$ cat config.mk
export PLATFORM = sky130hd
export DESIGN_NAME = bus_yield_arbiter
export DESIGN_NICKNAME = d
export VERILOG_FILES = /design/src/rtl/bya_pkg.sv /design/src/rtl/bya_sync.sv /design/src/rtl/bya_fsm.sv /design/src/rtl/bya_addr_hold.sv /design/src/rtl/bus_yield_arbiter.sv
export SDC_FILE = /design/constraint.sdc
export NUM_CORES = 1
export LEC_CHECK = 0
export ABC_AREA = 1
export CAP_MARGIN = 5
export CORE_AREA = 2 2 39 41
export DETAILED_ROUTE_END_ITERATION = 10
export DIE_AREA = 0 0 41 43
export SLEW_MARGIN = 0
export SYNTH_ARGS = -nofsm -noshare
export SYNTH_HDL_FRONTEND = slang
export SYNTH_SLANG_ARGS = --single-unit
$ cat constraint.sdc
create_clock -name clk -period 1.6 [get_ports clk]
set_clock_uncertainty 0.05 [all_clocks]
set_input_delay 0.32 -clock clk [delete_from_list [all_inputs] [get_ports clk]]
set_output_delay 0.32 -clock clk [all_outputs]
set_load 0.02 [all_outputs]
$ cat src/rtl/bya_pkg.sv
package bya_pkg;
  typedef enum logic [1:0] {
    ST_OWN     = 2'd0,
    ST_GRANT   = 2'd1,
    ST_RECLAIM = 2'd2,
    ST_REFRESH = 2'd3
  } arb_state_t;
endpackage

$ cat src/rtl/bya_sync.sv
module bya_sync #(
  parameter int STAGES = 2
) (
  input  logic clk,
  input  logic rst,
  input  logic d,
  output logic q
);
  logic [STAGES-1:0] sr;

  generate
    if (STAGES == 1) begin : g_one
      always_ff @(posedge clk) begin
        if (rst) sr <= '0;
        else     sr <= d;
      end
    end else begin : g_chain
      always_ff @(posedge clk) begin
        if (rst) sr <= '0;
        else     sr <= {sr[STAGES-2:0], d};
      end
    end
  endgenerate

  assign q = sr[STAGES-1];
endmodule

$ cat src/rtl/bya_fsm.sv
module bya_fsm
  import bya_pkg::*;
(
  input  logic clk,
  input  logic rst,
  input  logic hold_s,
  input  logic seq_boundary,
  input  logic refresh_pending,
  input  logic enhanced_mode,
  input  logic refresh_done,
  output logic hold_ack,
  output logic bus_float,
  output logic refresh_grant
);
  arb_state_t st, nxt;

  always_comb begin
    nxt = st;
    case (st)
      ST_OWN: begin
        if (seq_boundary) begin
          if (refresh_pending) nxt = ST_REFRESH;
          else if (hold_s)     nxt = ST_GRANT;
        end
      end
      ST_GRANT: begin
        if (!hold_s)                               nxt = ST_OWN;
        else if (enhanced_mode && refresh_pending) nxt = ST_RECLAIM;
      end
      ST_RECLAIM: begin
        if (!hold_s) nxt = ST_REFRESH;
      end
      ST_REFRESH: begin
        if (refresh_done) nxt = hold_s ? ST_GRANT : ST_OWN;
      end
      default: nxt = ST_OWN;
    endcase
  end

  always_ff @(posedge clk) begin
    if (rst) begin
      st            <= ST_OWN;
      hold_ack      <= 1'b0;
      bus_float     <= 1'b0;
      refresh_grant <= 1'b0;
    end else begin
      st            <= nxt;
      hold_ack      <= (nxt == ST_GRANT);
      bus_float     <= (nxt == ST_GRANT) || (nxt == ST_RECLAIM);
      refresh_grant <= (nxt == ST_REFRESH);
    end
  end
endmodule

$ cat src/rtl/bya_addr_hold.sv
module bya_addr_hold #(
  parameter int W = 2
) (
  input  logic         clk,
  input  logic         rst,
  input  logic         load,
  input  logic         freeze,
  input  logic [W-1:0] d,
  output logic [W-1:0] q
);
  always_ff @(posedge clk) begin
    if (rst)                  q <= '0;
    else if (load && !freeze) q <= d;
  end
endmodule

$ cat src/rtl/bus_yield_arbiter.sv
module bus_yield_arbiter #(
  parameter int ADDR_W      = 2,
  parameter int SYNC_STAGES = 2
) (
  input  logic              clk,
  input  logic              rst,
  input  logic              hold_req,
  input  logic              seq_boundary,
  input  logic              refresh_pending,
  input  logic              enhanced_mode,
  input  logic              refresh_done,
  input  logic              addr_load,
  input  logic [ADDR_W-1:0] addr_in,
  output logic              hold_ack,
  output logic              bus_float,
  output logic              refresh_grant,
  output logic [ADDR_W-1:0] lat_addr_q
);
  logic hold_sync;

  bya_sync #(.STAGES(SYNC_STAGES)) u_sync (
    .clk (clk),
    .rst (rst),
    .d   (hold_req),
    .q   (hold_sync)
  );

  bya_fsm u_fsm (
    .clk             (clk),
    .rst             (rst),
    .hold_s          (hold_sync),
    .seq_boundary    (seq_boundary),
    .refresh_pending (refresh_pending),
    .enhanced_mode   (enhanced_mode),
    .refresh_done    (refresh_done),
    .hold_ack        (hold_ack),
    .bus_float       (bus_float),
    .refresh_grant   (refresh_grant)
  );

  bya_addr_hold #(.W(ADDR_W)) u_addr (
    .clk    (clk),
    .rst    (rst),
    .load   (addr_load),
    .freeze (bus_float),
    .d      (addr_in),
    .q      (lat_addr_q)
  );
endmodule

## Yosys cells after proc, flatten, opt, wreduce, memory -nomap -nowiden

Index checks and enable logic that the tools add are counted.

| cells by class | value |
|---|---|
| reduce and logical (&&, ||, !) cells | 5 |
| multiplexer cells | 9 |
| equality and inequality tests | 6 |

Operators by type and width:

| operator | count |
|---|---|
| two-way mux 2 bit | 7 |
| == test 2 bit (second input constant) | 4 |
| case mux 2 bit (4 select lines) | 1 |
| == test 2 x 1 -> 1 bit (second input constant) | 2 |
| logical AND 1 bit | 2 |
| zero test 2 bit | 1 |
| zero test 1 bit | 1 |
| logical OR 1 bit | 1 |
| two-way mux 1 bit | 1 |

| storage, ports and cells | value |
|---|---|
| register bits | 9 |
| output and inout port bits | 5 |
| input bits | 10 |
| logic and storage cells | 26 |

## Depth between registers and ports, before layout

Gate-level depths: netlist (run 1).

| depth | value |
|---|---|
| depth in word-level cells | 6 |
| depth in mapped cells | 9 |
| depth with buffers taken out | 9 |

## By module

A second synthesis (run 1) with hierarchy kept.

| second synthesis, totals | value |
|---|---|
| cells, all modules | 60 |
| area total of the unflattened synthesis | 427.9 sq um |

Modules (own cells, without submodules):

| module | area an instance (sq um) | cells an instance | instances |
|---|---|---|---|
| bya_fsm | 275.3 | 38 | 1 |
| bya_addr_hold | 97.6 | 16 | 1 |
| bya_sync | 55.1 | 6 | 1 |

## Least setup slack after synthesis (run 1)

OpenSTA, ideal clock, no wires.

| timing path | value |
|---|---|
| path kind | register to register |
| from | register u_fsm.st[1] |
| to | register u_fsm.bus_float |
| library setup time | 0.064 ns |
| buffers on the path | 0 |
| stages on the path, launching flop included | 7 |
| data arrival time | 1.031 ns |
| setup slack | 0.455 ns |
| required time | 1.486 ns |
| cell sequence | dfxtp_1 > nor2_1 > nand2_1 > nor2_1 > nor2_2 > ha_1 > nor2_1 |

| on the way | value |
|---|---|
| longest elaborated chain between the ends | 6 |

RTL lines:

| element | line | RTL |
|---|---|---|
| start, declared | bya_fsm.sv:15 | `arb_state_t st, nxt;` |
| start signal, assigned | bya_fsm.sv:47 | `st <= nxt;` |
| two-way mux 2 bit | bya_fsm.sv:23 | `else if (hold_s) nxt = ST_GRANT;` |
| two-way mux 2 bit | bya_fsm.sv:22 | `if (refresh_pending) nxt = ST_REFRESH;` |
| two-way mux 2 bit | bya_fsm.sv:21 | `if (seq_boundary) begin` |
| case mux 2 bit (4 select lines) * | bya_fsm.sv:19 | `case (st)` |
| == test 2 x 1 -> 1 bit / == test 2 bit (equally long branches) | bya_fsm.sv:49 | `bus_float <= (nxt == ST_GRANT) \|\| (nxt == ST_RECLAIM);` |
| logical OR 1 bit * | bya_fsm.sv:49 |  |
| end signal, assigned | bya_fsm.sv:49 |  |
| end, declared | bya_fsm.sv:12 | `output logic bus_float,` |

Mark *: on every way between the ends. The rest lies on a longest branch, timed or not.
A chain may end at the register's enable or synchronous reset.

## Worst setup path after layout (run 1)

| timing path | value |
|---|---|
| from | register u_addr.q[0] |
| to | output lat_addr_q[0] |

RTL lines:

| element | line | RTL |
|---|---|---|
| start, declared | bya_addr_hold.sv:9 | `output logic [W-1:0] q` |
| start signal, assigned | bya_addr_hold.sv:12 | `if (rst) q <= '0;` |
| start signal, assigned | bya_addr_hold.sv:13 | `else if (load && !freeze) q <= d;` |
| end, declared | bus_yield_arbiter.sv:17 | `output logic [ADDR_W-1:0] lat_addr_q` |

No word-level cell between the ends.

==> impl_results.md, run 1 <==
- Outcome: completed
- Port Buffers: 14
- Core Region: 0.00138 mm^2
- Most frequent cells in the layout: inv_1 (13), nor2_1 (12), clkdlybuf4s50_1 (12), nand2_1 (11), dfxtp_1 (9)
- DRT iter0 DRCs: 8
- Initial antenna violation count: 0
- Yosys cell types: 10
- Commonest non-fill, non-tap cell in the layout: inv_1
- Met2 WL: 326 um
- Post-route cell area: 607 um^2
- CP peak stage delay: about 600 ps
- Critical path capture point type: output pin
- Req. time, crit path: 1230 ps
- Routed WL: 732 um
- Detail Placement HPWL: 570 um
- Grt total ovfl: 0
- Syn Inst Count: between 50 and 60
- Die area: 0.00176 mm^2
- Wire length on met3: 72 um
- Final antenna-violating net count: 0
- Postcts setup bufs: 0
- Critical Path Fanout Max: 2
- Worst path arrival time: 1170 ps
- Final period util: a little over nine tenths
- Yosys reg bits: 9
- Vias in the first global route: 337
- Layout cells sized above 1: 13.0%
- Share of Yosys cell area claimed by the top area cell type: between 40% and 50%
- Final Max Slew Viols: 0
- Type of the worst setup path: register to output pin
- Fmax: roughly 650 MHz
- TritonCTS clock tree: done
- CP Cell Sequence: clkdlybuf4s50_1
- Bufs and invs on worst path: 1
- Drt first pass iters: 2
- DRT met1 WL: 334 um
- Max Cap Viol: 0
- CP max stage cell: clkdlybuf4s50_1
- Hold-fix buffers at CTS: 0
- RSZ-0062 raised after global routing: false
- Worst vdd ir: between 600 and 700 uV
- Max Root-Sink Buffers: 2
- Area contributors post-synth: dfxtp_1 (45%), inv_1 (12%), nor2_1 (11%)
- Largest net degree at the start of global routing: 7
- Number of synthesis warnings: 0
- GPL Wtd Cong: 0.657
- CTS Sinks: 9
- Slew @ Worst Pin: 221 ps
- Nets: 90
- Pwr/cell area: 950 mW/mm^2
- Final min period: 1540 ps
- WHS: 354 ps
- H-tree levels: 1
- Slew margin rel.: 85.2%
- Gr usage total: 9.90%
- Final setup vio count: 0
- Die Ht: between 40 and 50 um
- Avg Cell Area, Syn: 7.00 um^2
- Starting Density: 28.8%
- Clock Pin Slew Worst Setup and Hold Paths: 70 ps
- Sequential area share after synthesis: 45.1%
- Area Overhead vs Synth: 52.0%
- Setup crit start kind: register
- Synth area leader: dfxtp_1
- CTS buffer count: 3
- Synthesized area: 399 um^2
- CP top delay family: buffers and inverters
- Synthesized net count: 69
- Average wire per standard cell: 7.87 um
- Vias after detailed routing: 368
- First-pass GRT wire length: 1.19 mm
- Residual DRC: 0
- Ant diodes: 0
- Leakage: 0.329 nW
- Placed instance area: 574 um^2
- DR top layer: met3
- Worst-Skew Late Latency: 260 ps
- Root cell of the clock tree: clkbuf_4
- Io pins: 15
- Via density: 3.96
- PostCTS Resize Cnt: 0
- Hold Fails Final Rpt: 0
- Cell row count: 14
- Worst hold path type: register to register
- Die Width: just over 40 um
==> logic make-up after synthesis <==
family,Yosys count,synth area share [%]
and+or+nand+nor,30,32.6
buffers and inverters,13,12.2
DFF,9,45.1
AOI/OAI and AO/OA,3,3.76
adders and majority gates,2,6.27
==> state kept, by name, summed over array words and instances, names as in the netlist <==
signal,count
u_addr.q,2
u_fsm.st,2
u_sync.sr,2
u_fsm.bus_float,1
u_fsm.hold_ack,1
u_fsm.refresh_grant,1
==> Yosys cell counts, drive strengths merged <==
cell type,count
o21ai,2
nor2,15
a21oi,1
nand3,4
inv,13
nand2,11
dfxtp,9
ha,2
==> metrics by stage <==
stage / instances / TNS [ps] / util, % / power (mW) / worst slack, ps
2_1_floorplan: 57 / 0 / - / 0.338 / 455
3_3_place_gp: 89 / -8.04 / 41.5 / 0.410 / -8.04
3_5_place_dp: 89 / -43.0 / 41.5 / 0.412 / -30.2
4_1_cts: 93 / 0 / 43.5 / 0.587 / 10.6
5_1_grt: 93 / 0 / 43.9 / 0.618 / 1.62
6_report: 93 / 0 / 43.9 / 0.577 / 56.0
==> metal layers <==
metal,track usage [%],vias to the layer above
li1,-,207
met1,11.5,147
met2,14.7,14
met3,3.66,0
met4,6.00,0
met5,0,-
==> area by class of cell <==
class | instances | area, um^2
clock buffer | 3 | 22.5
clock inverter | 1 | 5.00
fill | 147 | 777
inverter | 13 | 48.8
multi-input combinational | 35 | 170
sequential | 9 | 180
tap | 16 | 20.0
timing repair buffer | 16 | 160
==> worst paths after layout <==
kind           startpoint                   to  slack (ps)  cells past startpoint
max           u_addr.q[0]        lat_addr_q[0]          60                      1
min          u_sync.sr[0]         u_sync.sr[1]         350                      2
max reg2reg  u_sync.sr[1]  u_fsm.refresh_grant         350                      8
min reg2reg  u_sync.sr[0]         u_sync.sr[1]         350                      2
==> power by group <==
group / switching (mW) / internal (mW) / leakage [nW] / total, mW
sequential: 0.0137 / 0.246 / 0.0743 / 0.260
combinational: 0.0700 / 0.0733 / 0.237 / 0.143
clock: 0.0812 / 0.0921 / 0.0177 / 0.173
==> worst min-delay path: stages (launching register included) <==
cell and delay (ps):
dfxtp_1 300, inv_1 40, nor2_1 30
Power figures use the tool's default switching activity.
==> run 2: changes to the inputs <==
--- a/constraint.sdc
+++ b/constraint.sdc
@@ -3,3 +3,3 @@
 set_input_delay 0.32 -clock clk [delete_from_list [all_inputs] [get_ports clk]]
 set_output_delay 0.32 -clock clk [all_outputs]
-set_load 0.02 [all_outputs]
+set_load 0.005 [all_outputs]
==> run 2 against run 1 <==
  * Setup slack gained 75 ps
  * Routed wire length shrank 1.2%
  * Clock power is essentially flat
  * Die area is the same
  * Final cell count is the same
  * Register-to-register slack is essentially flat
==> impl_results.md, run 2 (synthesized netlist as in run 1, its figures left out) <==
- Outcome: completed
- Worst path arrival time: between 1000 and 1500 ps
- Initial antenna violation count: 0
- CP max stage cell: clkdlybuf4s50_1
- CP peak stage delay: 500 ps
- Grt total ovfl: 0
- WHS: 352 ps
- Fmax: 681 MHz
- RSZ-0062 raised after global routing: false
- Detail Placement HPWL: 570 um
- Root cell of the clock tree: clkbuf_4
- Final antenna-violating net count: 0
- Final period util: 91.8%
- Drt first pass iters: 2
- Die Ht: 43 um
- Max Cap Viol: 0
- Gr usage total: 9.90%
- CTS Sinks: 9
- Worst vdd ir: 593 uV
- Critical path capture point type: output pin
- Core Region: 0.00138 mm^2
- DRT iter0 DRCs: 8
- CP top delay family: buffers and inverters
- PostCTS Resize Cnt: 0
- Hold-fix buffers at CTS: 0
- Routed WL: 723 um
- Cell row count: 14
- CP Cell Sequence: clkdlybuf4s50_1
- Hold Fails Final Rpt: 0
- CTS buffer count: 3
- Slew @ Worst Pin: approximately 180 ps
- Setup crit start kind: register
- Postcts setup bufs: 0
- Setup slack, reg-to-reg: about 350 ps
- Ant diodes: 0
- Top Registers: u_addr.q (2), u_fsm.st (2), u_sync.sr (2)
- Max Root-Sink Buffers: 2
- Largest net degree at the start of global routing: 7
- Worst hold path type: register to register
- Die area: 0.00176 mm^2
- Nets: 90
- Type of the worst setup path: register to output pin
- Commonest non-fill, non-tap cell in the layout: clkdlybuf4s50_1
- Vias after detailed routing: 364
- Setup WS pre-CTS: -30.2 ps
- Critical Path Fanout Max: 2
- Req. time, crit path: 1230 ps
- TritonCTS clock tree: done
- First-pass GRT wire length: 1.19 mm
- Bufs and invs on worst path: 1
- Post-Place Cells: 89
- Via density: 3.91
- Final Max Slew Viols: 0
- Leakage: 0.300 nW
- Residual DRC: 0
- Final min period: about 1500 ps
- Layout Cells excl Fill: 93
- Worst-Skew Late Latency: 260 ps
- Final worst setup slack: 131 ps
- Layout cells sized above 1: 13.0%
- Die Width: between 40 and 50 um
- Io pins: 15
- Final total power: 0.562 mW
- Starting Density: ~29%
- H-tree levels: 1
- Area Overhead vs Synth: 50.8%
- Pwr/cell area: 933 mW/mm^2
- Slew margin rel.: 87.8%
- Vias in the first global route: 337
- Setup TNS: 0 ps
- GPL Wtd Cong: roughly 0.66
- Most frequent cells in the layout: clkdlybuf4s50_1 (14), inv_1 (13), nor2_1 (12), nand2_1 (11), dfxtp_1 (9)
- Clock Pin Slew Worst Setup and Hold Paths: 70 ps
- Average wire per standard cell: 7.77 um
- Final setup vio count: 0
- Port Buffers: 14
==> run 2: cell count changes in the layout (fill, tap and decap cells not counted), sizes merged <==
cell | before | now
clkdlybuf4s50 | 12 | 14
dlymetal6s2s | 2 | 0
==> run 2: metrics by stage <==
| stage | utilization, % | cell area, um^2 |
|---|---|---|
| 6_report | 43.5 | 602 |
| 5_1_grt | 43.5 | 602 |
| 4_1_cts | 43.5 | 602 |
| 3_5_place_dp | 41.5 | 574 |
| 3_3_place_gp | 41.5 | 574 |
| 2_1_floorplan | - | 399 |
==> run 2: power breakdown <==
part / internal, mW / leakage, nW / switching (mW) / total [mW]
Clock: 0.0921 / 0.0177 / 0.0815 / 0.174
Sequential: 0.246 / 0.0743 / 0.0141 / 0.261
Combinational: 0.0745 / 0.208 / 0.0532 / 0.128
==> run 2: routing by layer <==
| metal | part of all wire [%] | global-route usage (%) |
|---|---|---|
| met5 | 0 | 0 |
| met3 | 10 | 3.66 |
| met1 | 46 | 11.5 |
| met2 | 43 | 14.7 |
| met4 | 0 | 6.00 |
==> run 2: cell type report <==
| class | instances | area (um^2) |
|---|---|---|
| Sequential cell | 9 | 180 |
| Tap cell | 16 | 20.0 |
| Timing Repair Buffer | 16 | 155 |
| Clock buffer | 3 | 22.5 |
| Inverter | 13 | 48.8 |
| Multi-Input combinational cell | 35 | 170 |
| Clock inverter | 1 | 5.00 |
| Fill cell | 146 | 782 |
==> run 2: final timing paths <==
path              startpoint  cells after the start                  end
max          u_fsm.bus_float                      1            bus_float
min             u_sync.sr[0]                      2         u_sync.sr[1]
max reg2reg     u_sync.sr[1]                      8  u_fsm.refresh_grant
min reg2reg     u_sync.sr[0]                      2         u_sync.sr[1]
==> run 2: tightest hold or removal path, stage by stage (launching register included) <==
cell	delay (ps)
dfxtp_1	300
inv_1	40
nor2_1	30
